File: src/rtl/clkgen_pd_pkg.sv
package clkgen_pd_pkg;
  typedef enum logic [1:0] {
    ST_RUN     = 2'd0,
    ST_PARK    = 2'd1,
    ST_OSC_OFF = 2'd2,
    ST_WAKE    = 2'd3
  } pd_state_t;
endpackage

File: src/rtl/clkgen_pd_sync.sv
module clkgen_pd_sync #(
  parameter int               WIDTH   = 3,
  parameter int               STAGES  = 2,
  parameter logic [WIDTH-1:0] RST_VAL = '1
) (
  input  logic             clk,
  input  logic             rst,
  input  logic [WIDTH-1:0] d_async,
  output logic [WIDTH-1:0] q
);
  logic [WIDTH-1:0] stage_q [STAGES];

  genvar gi;
  generate
    for (gi = 0; gi < STAGES; gi++) begin : g_stage
      if (gi == 0) begin : g_first
        always_ff @(posedge clk) begin
          if (rst) stage_q[gi] <= RST_VAL;
          else     stage_q[gi] <= d_async;
        end
      end else begin : g_next
        always_ff @(posedge clk) begin
          if (rst) stage_q[gi] <= RST_VAL;
          else     stage_q[gi] <= stage_q[gi-1];
        end
      end
    end
  endgenerate

  assign q = stage_q[STAGES-1];
endmodule

File: src/rtl/clkgen_pd_phase.sv
module clkgen_pd_phase #(
  parameter int PHASE_W = 2
) (
  input  logic clk,
  input  logic rst,
  output logic cpu_slot,
  output logic pci_slot,
  output logic pci_low_half,
  output logic cyc_last
);
  localparam logic [PHASE_W-1:0] LAST = '1;

  logic [PHASE_W-1:0] cnt_q;

  always_ff @(posedge clk) begin
    if (rst) cnt_q <= '0;
    else     cnt_q <= cnt_q + 1'b1;
  end

  assign cpu_slot     = ~cnt_q[0];
  assign pci_slot     = (cnt_q == '0);
  assign pci_low_half = cnt_q[PHASE_W-1];
  assign cyc_last     = (cnt_q == LAST);
endmodule

File: src/rtl/clkgen_pd_fsm.sv
module clkgen_pd_fsm
  import clkgen_pd_pkg::*;
#(
  parameter int SETTLE_CYCLES = 40000
) (
  input  logic      clk,
  input  logic      rst,
  input  logic      req,
  input  logic      outs_low,
  input  logic      cyc_last,
  output pd_state_t state,
  output logic      vco_en,
  output logic      xtal_en,
  output logic      ref_en,
  output logic      ser_hiz
);
  localparam int SETTLE_W = $clog2(SETTLE_CYCLES + 1);
  localparam logic [SETTLE_W-1:0] SETTLE_END = SETTLE_W'(SETTLE_CYCLES - 1);

  pd_state_t st_q, st_nxt;
  logic [SETTLE_W-1:0] settle_q;

  always_comb begin
    st_nxt = st_q;
    unique case (st_q)
      ST_RUN:     if (req) st_nxt = ST_PARK;
      ST_PARK:    if (!req) st_nxt = ST_RUN;
                  else if (cyc_last && outs_low) st_nxt = ST_OSC_OFF;
      ST_OSC_OFF: if (!req) st_nxt = ST_WAKE;
      ST_WAKE:    if (req) st_nxt = ST_PARK;
                  else if (settle_q == SETTLE_END) st_nxt = ST_RUN;
      default:    st_nxt = ST_RUN;
    endcase
  end

  always_ff @(posedge clk) begin
    if (rst) begin
      st_q     <= ST_RUN;
      settle_q <= '0;
      vco_en   <= 1'b1;
      xtal_en  <= 1'b1;
      ref_en   <= 1'b1;
      ser_hiz  <= 1'b0;
    end else begin
      st_q     <= st_nxt;
      settle_q <= (st_q == ST_WAKE) ? settle_q + 1'b1 : '0;
      vco_en   <= (st_nxt != ST_OSC_OFF);
      xtal_en  <= vco_en | (st_nxt != ST_OSC_OFF);
      ref_en   <= !req && (st_nxt != ST_OSC_OFF);
      ser_hiz  <= (st_nxt == ST_OSC_OFF);
    end
  end

  assign state = st_q;

  // pins tristated only while the oscillator path is off
  a_r5_hiz_only_when_off: assert property (@(posedge clk) disable iff (rst)
    ser_hiz |-> !vco_en);
  // crystal stops exactly one cycle after the VCO
  a_r5_xtal_after_vco: assert property (@(posedge clk) disable iff (rst)
    $fell(xtal_en) |-> $past(!vco_en) && !vco_en);
  // both analog enables return on the same edge
  a_r8_enables_together: assert property (@(posedge clk) disable iff (rst)
    $rose(vco_en) |-> xtal_en);
endmodule

File: src/rtl/clkgen_pd_seq.sv
module clkgen_pd_seq
  import clkgen_pd_pkg::*;
#(
  parameter int SYNC_STAGES   = 2,
  parameter int SETTLE_CYCLES = 40000
) (
  input  logic clk,
  input  logic rst,
  input  logic pd_n_i,
  input  logic cpu_stop_n_i,
  input  logic pci_stop_n_i,
  input  logic mode_strap_i,
  output logic cpu_clk_o,
  output logic sdram_clk_o,
  output logic pci_clk_o,
  output logic pci_free_clk_o,
  output logic ref_en_o,
  output logic vco_en_o,
  output logic xtal_en_o,
  output logic ser_hiz_o
);
  localparam int NSYNC = 3;

  logic [NSYNC-1:0] sync_q;
  logic pd_n_s, cpu_stop_n_s, pci_stop_n_s;
  logic cpu_slot, pci_slot, pci_low_half, cyc_last;
  logic req_eff, run, want_cpu, want_pci, outs_low;
  pd_state_t state;

  clkgen_pd_sync #(.WIDTH(NSYNC), .STAGES(SYNC_STAGES), .RST_VAL('1)) u_sync (
    .clk     (clk),
    .rst     (rst),
    .d_async ({pci_stop_n_i, cpu_stop_n_i, pd_n_i}),
    .q       (sync_q)
  );
  assign {pci_stop_n_s, cpu_stop_n_s, pd_n_s} = sync_q;

  clkgen_pd_phase #(.PHASE_W(2)) u_phase (
    .clk          (clk),
    .rst          (rst),
    .cpu_slot     (cpu_slot),
    .pci_slot     (pci_slot),
    .pci_low_half (pci_low_half),
    .cyc_last     (cyc_last)
  );

  assign req_eff  = !pd_n_s && !mode_strap_i;
  assign outs_low = !cpu_clk_o && !sdram_clk_o && !pci_clk_o && !pci_free_clk_o;

  clkgen_pd_fsm #(.SETTLE_CYCLES(SETTLE_CYCLES)) u_fsm (
    .clk      (clk),
    .rst      (rst),
    .req      (req_eff),
    .outs_low (outs_low),
    .cyc_last (cyc_last),
    .state    (state),
    .vco_en   (vco_en_o),
    .xtal_en  (xtal_en_o),
    .ref_en   (ref_en_o),
    .ser_hiz  (ser_hiz_o)
  );

  assign run      = (state == ST_RUN);
  assign want_cpu = run && (mode_strap_i || cpu_stop_n_s);
  assign want_pci = run && (mode_strap_i || pci_stop_n_s);

  // High phase decided only at the start of a period: no runt pulses
  always_ff @(posedge clk) begin
    if (rst) begin
      cpu_clk_o      <= 1'b0;
      sdram_clk_o    <= 1'b0;
      pci_clk_o      <= 1'b0;
      pci_free_clk_o <= 1'b0;
    end else begin
      cpu_clk_o   <= cpu_slot ? want_cpu : 1'b0;
      sdram_clk_o <= cpu_slot ? run : 1'b0;
      if (pci_slot) begin
        pci_clk_o      <= want_pci;
        pci_free_clk_o <= run;
      end else if (pci_low_half) begin
        pci_clk_o      <= 1'b0;
        pci_free_clk_o <= 1'b0;
      end
    end
  end

  // oscillator path off only with every gated output parked
  a_r5_parked_while_off: assert property (@(posedge clk) disable iff (rst)
    !vco_en_o |-> outs_low);
  // CPU and SDRAM pulses are exactly one cycle high
  a_r6_cpu_width: assert property (@(posedge clk) disable iff (rst)
    $rose(cpu_clk_o) |=> !cpu_clk_o);
  a_r6_sdram_width: assert property (@(posedge clk) disable iff (rst)
    $rose(sdram_clk_o) |=> !sdram_clk_o);
  // PCI pulses are exactly two cycles high
  a_r6_pci_width: assert property (@(posedge clk) disable iff (rst)
    $rose(pci_clk_o) |=> pci_clk_o ##1 !pci_clk_o);
  a_r6_pcif_width: assert property (@(posedge clk) disable iff (rst)
    $rose(pci_free_clk_o) |=> pci_free_clk_o ##1 !pci_free_clk_o);
  // outputs stay quiet during the settle period
  a_r8_quiet_in_wake: assert property (@(posedge clk) disable iff (rst)
    (state == ST_WAKE) |-> outs_low);
  // strap high never lets the VCO turn off
  a_r3_strap_keeps_on: assert property (@(posedge clk) disable iff (rst)
    (mode_strap_i && $past(mode_strap_i)) |-> !$fell(vco_en_o));
endmodule

File: config.mk
export PLATFORM = sky130hd
export DESIGN_NAME = clkgen_pd_seq
export DESIGN_NICKNAME = d
export VERILOG_FILES = /design/src/rtl/clkgen_pd_pkg.sv /design/src/rtl/clkgen_pd_sync.sv /design/src/rtl/clkgen_pd_phase.sv /design/src/rtl/clkgen_pd_fsm.sv /design/src/rtl/clkgen_pd_seq.sv
export SDC_FILE = /design/constraint.sdc
export NUM_CORES = 1
export LEC_CHECK = 0
export BUFFER_PORTS_ARGS = -buffer_cell sky130_fd_sc_hd__buf_2
export CAP_MARGIN = 20
export CORE_ASPECT_RATIO = 0.5
export CORE_UTILIZATION = 50
export DETAILED_ROUTE_END_ITERATION = 12
export GPL_TIMING_DRIVEN = 0
export PLACE_DENSITY = 0.78
export SETUP_SLACK_MARGIN = 0.3
export SLEW_MARGIN = 5
export SYNTH_ARGS = -nofsm -noshare
export SYNTH_HDL_FRONTEND = slang
export SYNTH_SLANG_ARGS = --single-unit
File: constraint.sdc
create_clock -name clk -period 1.45 [get_ports clk]
set_clock_uncertainty 0.15 [all_clocks]
set_input_delay 0.3625 -clock clk [delete_from_list [all_inputs] [get_ports clk]]
set_output_delay 0.3625 -clock clk [all_outputs]
set_load 0.01 [all_outputs]
==> results_dict.tcl <==
set metrics [dict create \
    synth-seq-cells 34 \
    wl_um 6000 \
    synthesis.nets 160 \
    cts_hold_buf 0 \
    antenna_found_initial 0 \
    multi_input_area_sq_mm 0.00103 \
    io_buffers 13 \
    grtUsageTotal_pct 26.2 \
    detail_route.vias_per_cell 6.23 \
    synth_edf_count 0 \
    critPathTopFamily "compound AO/OA/AOI/OAI gates" \
    synth_ff_type "dfxtp_1" \
    finalWeightedCongestion 0.808 \
    critPathKind "flip-flop to flip-flop" \
    cts_tree "yes" \
    grt_first_pass_wirelength_um 5780 \
    finalCriticalPeriod_ns 1.66 \
    drc 0 \
    power_density_mw_per_mm2 854 \
    setup_ws_ns -0.207 \
    initial_core_util_pct 53.8 \
    placed_cells 200 \
    dp_hpwl_um 1920 \
    drive_gt1_share_pct 64.1 \
    num_io_pins 14 \
    grt_setup_unrepaired "yes" \
    finalNetCount 215 \
    fmax_mhz 603 \
    async_reset_ff_share_pct 0 \
    seqCellArea_sq_um 738 \
    cap_violations 0 \
    drt_iter0_markers 161 \
    layout_commonest_cell "buf_6" \
    grt_max_degree 12 \
    crit_buf_inv 1 \
    place_area_sq_mm 0.00165 \
    setup_violations 16 \
    final_cell_mix "25 x buf_6, 16 x buf_4, 13 x dfxtp_2" \
    ant_nets 0 \
    synthCells 150 \
    hold_viol 0 \
    irDropWorstVdd_v 0.00105 \
    critPathArrivalTime_ns 1.65 \
    h-tree-depth 2 \
    finalNonFillerCells 243 \
    clock-root-buffer "clkbuf_8" \
    area_growth_pct 74.7 \
    syn_area_sq_mm 0.00142 \
    die_x_um 77.3 \
    ys_warn_count 0 \
    core_area_sq_mm 0.00264 \
    numCtsBuffers 5 \
    path_max_fanout 7 \
    drtPass1Iterations 4 \
    final.setup.tns_ns -1.30 \
    final_area_sq_mm 0.00248 \
    cts.sinks 34 \
    routedWlPerCell_um 24.7 \
    fin_crit_sh_pct 114 \
    end_kind "flip-flop" \
    std_cell_rows 13 \
    worst_ep_required_time_ns 1.45 \
    fillerInstances 68 \
    cts_max_path_buffers 2 \
    hold_path_class "input pin to flip-flop" \
    maxSlewHeadroom_pct 59.0 \
    path_cells "ha_4 > nand2_8 > buf_4 > o31ai_1 > a21oi_1" \
    hold_slack_ns 0.111 \
    first_global_vias 1236 \
    die_area_sq_mm 0.00307 \
    overflow 0 \
    clk_latency_ns 0.29 \
    worstMarginPinSlew_ns 0.607 \
    synth_cell_type_count 38 \
    n_antenna_cell 0 \
    startpoint_type "flip-flop" \
    syn-mean-instance-area_sq_um 9.46 \
    clkTransAtPathRegs_ns 0.08 \
    final_max_slew_viol_count 0 \
    status "finished, violations left" \
    critPathMaxStageDelay_ns 0.39 \
    num_vias 1514 \
    seq_area_frac_synth_pct 48.0 \
    p_leak_nw 0.922 \
    fp.dieH_um 39.7 \
    violations "negative setup slack" \
    crit_path_top_delay_cell "o31ai_1" \
]
==> logic make-up (layout without fill, tap and decap cells) <==
kind of cell	count (synthesis)	in the layout	share of synthesized area [%]
AND/OR/NAND/NOR	68	68	27.8
multiplexers	5	5	3.53
flip-flops	34	34	48.0
AO/OA/AOI/OAI	24	24	11.6
buffers and inverters	12	68	3.70
adder cells (fa/ha/maj)	4	4	3.53
XOR/XNOR	3	3	1.85
==> path summary, 6_finish.rpt <==
check / start / to / slack, ns / cells after the start
hold / removal: pd_n_i / u_sync.stage_q[0][0] / 0.11 / 2
hold reg to reg: u_sync.stage_q[0][2] / u_sync.stage_q[1][2] / 0.27 / 1
setup reg to reg: u_fsm.settle_q[1] / u_fsm.settle_q[10] / -0.21 / 5
setup / recovery: u_fsm.settle_q[1] / u_fsm.settle_q[10] / -0.21 / 5
==> cell usage after synthesis (all sizes together), types with 2 or more instances <==
| cell | instances | area share [%] |
|---|---|---|
| nand2 | 11 | 2.9 |
| or3 | 2 | 0.88 |
| nor3 | 2 | 0.71 |
| nor4 | 7 | 3.1 |
| dfxtp | 34 | 48 |
| nor2 | 8 | 2.1 |
| inv | 7 | 1.9 |
| nor2b | 2 | 0.88 |
| a31oi | 2 | 0.88 |
| nand2b | 6 | 2.6 |
| nand3 | 5 | 2.1 |
| a21oi | 7 | 2.5 |
| nor4b | 2 | 1.2 |
| o21a | 3 | 1.6 |
| and2 | 2 | 0.88 |
| nor3b | 2 | 1.1 |
| clkbuf | 4 | 1.1 |
| mux2i | 5 | 3.5 |
| o31ai | 4 | 2.1 |
| xor2 | 2 | 1.2 |
| or4 | 4 | 2.1 |
| ha | 4 | 3.5 |
| nand4 | 6 | 2.6 |
| or2 | 6 | 2.6 |
==> stage by stage <==
step                      power [W]  worst slack (ns)  util, %
after floorplan             0.00109           -0.0147        -
after global placement      0.00112            -0.148     62.8
after detailed placement    0.00113            -0.166     62.8
after CTS                   0.00201           0.00434     80.5
after global routing        0.00216            -0.206     94.1
final                       0.00212            -0.207     94.1
==> registers in the layout (all words and copies together), names as in the netlist, 2 cells and up <==
name and cells:
u_phase.cnt_q 2, u_fsm.settle_q 16, u_fsm.state 2, u_sync.stage_q 6
==> what timing repair did <==
action	CTS	global route
cloned	0	1
buffers inserted	21	13
pin swaps	21	21
setup endpoints to repair	31	31
gates resized for setup	44	58
==> report_power, final <==
part           internal, W  switching (W)  leakage, nW
clock network     0.000492       0.000381       0.0566
registers         0.000953      0.0000335        0.289
logic             0.000136       0.000120        0.576
total              0.00158       0.000535        0.922
==> routing by layer <==
metal  up-vias  track usage (%)  part of all wire [%]  routed length, um
met4         0             6.13                   3.3                196
met3        20             9.77                   8.2                491
li1        649                -                     -                  -
met5         -                0                     0                  0
met2        86             50.0                    50               3010
met1       759             28.7                    38               2310
==> final cells by class <==
cell class                      count  share of cell area [%]
Clock buffer                        8                    4.49
Inverter                            7                    1.16
Buffer                              5                    2.42
Timing Repair Buffer               48                    18.6
Tap cell                           37                    1.87
Sequential cell                    34                    29.8
Multi-Input combinational cell    104                    41.7
(Power assumes the default switching activity.)
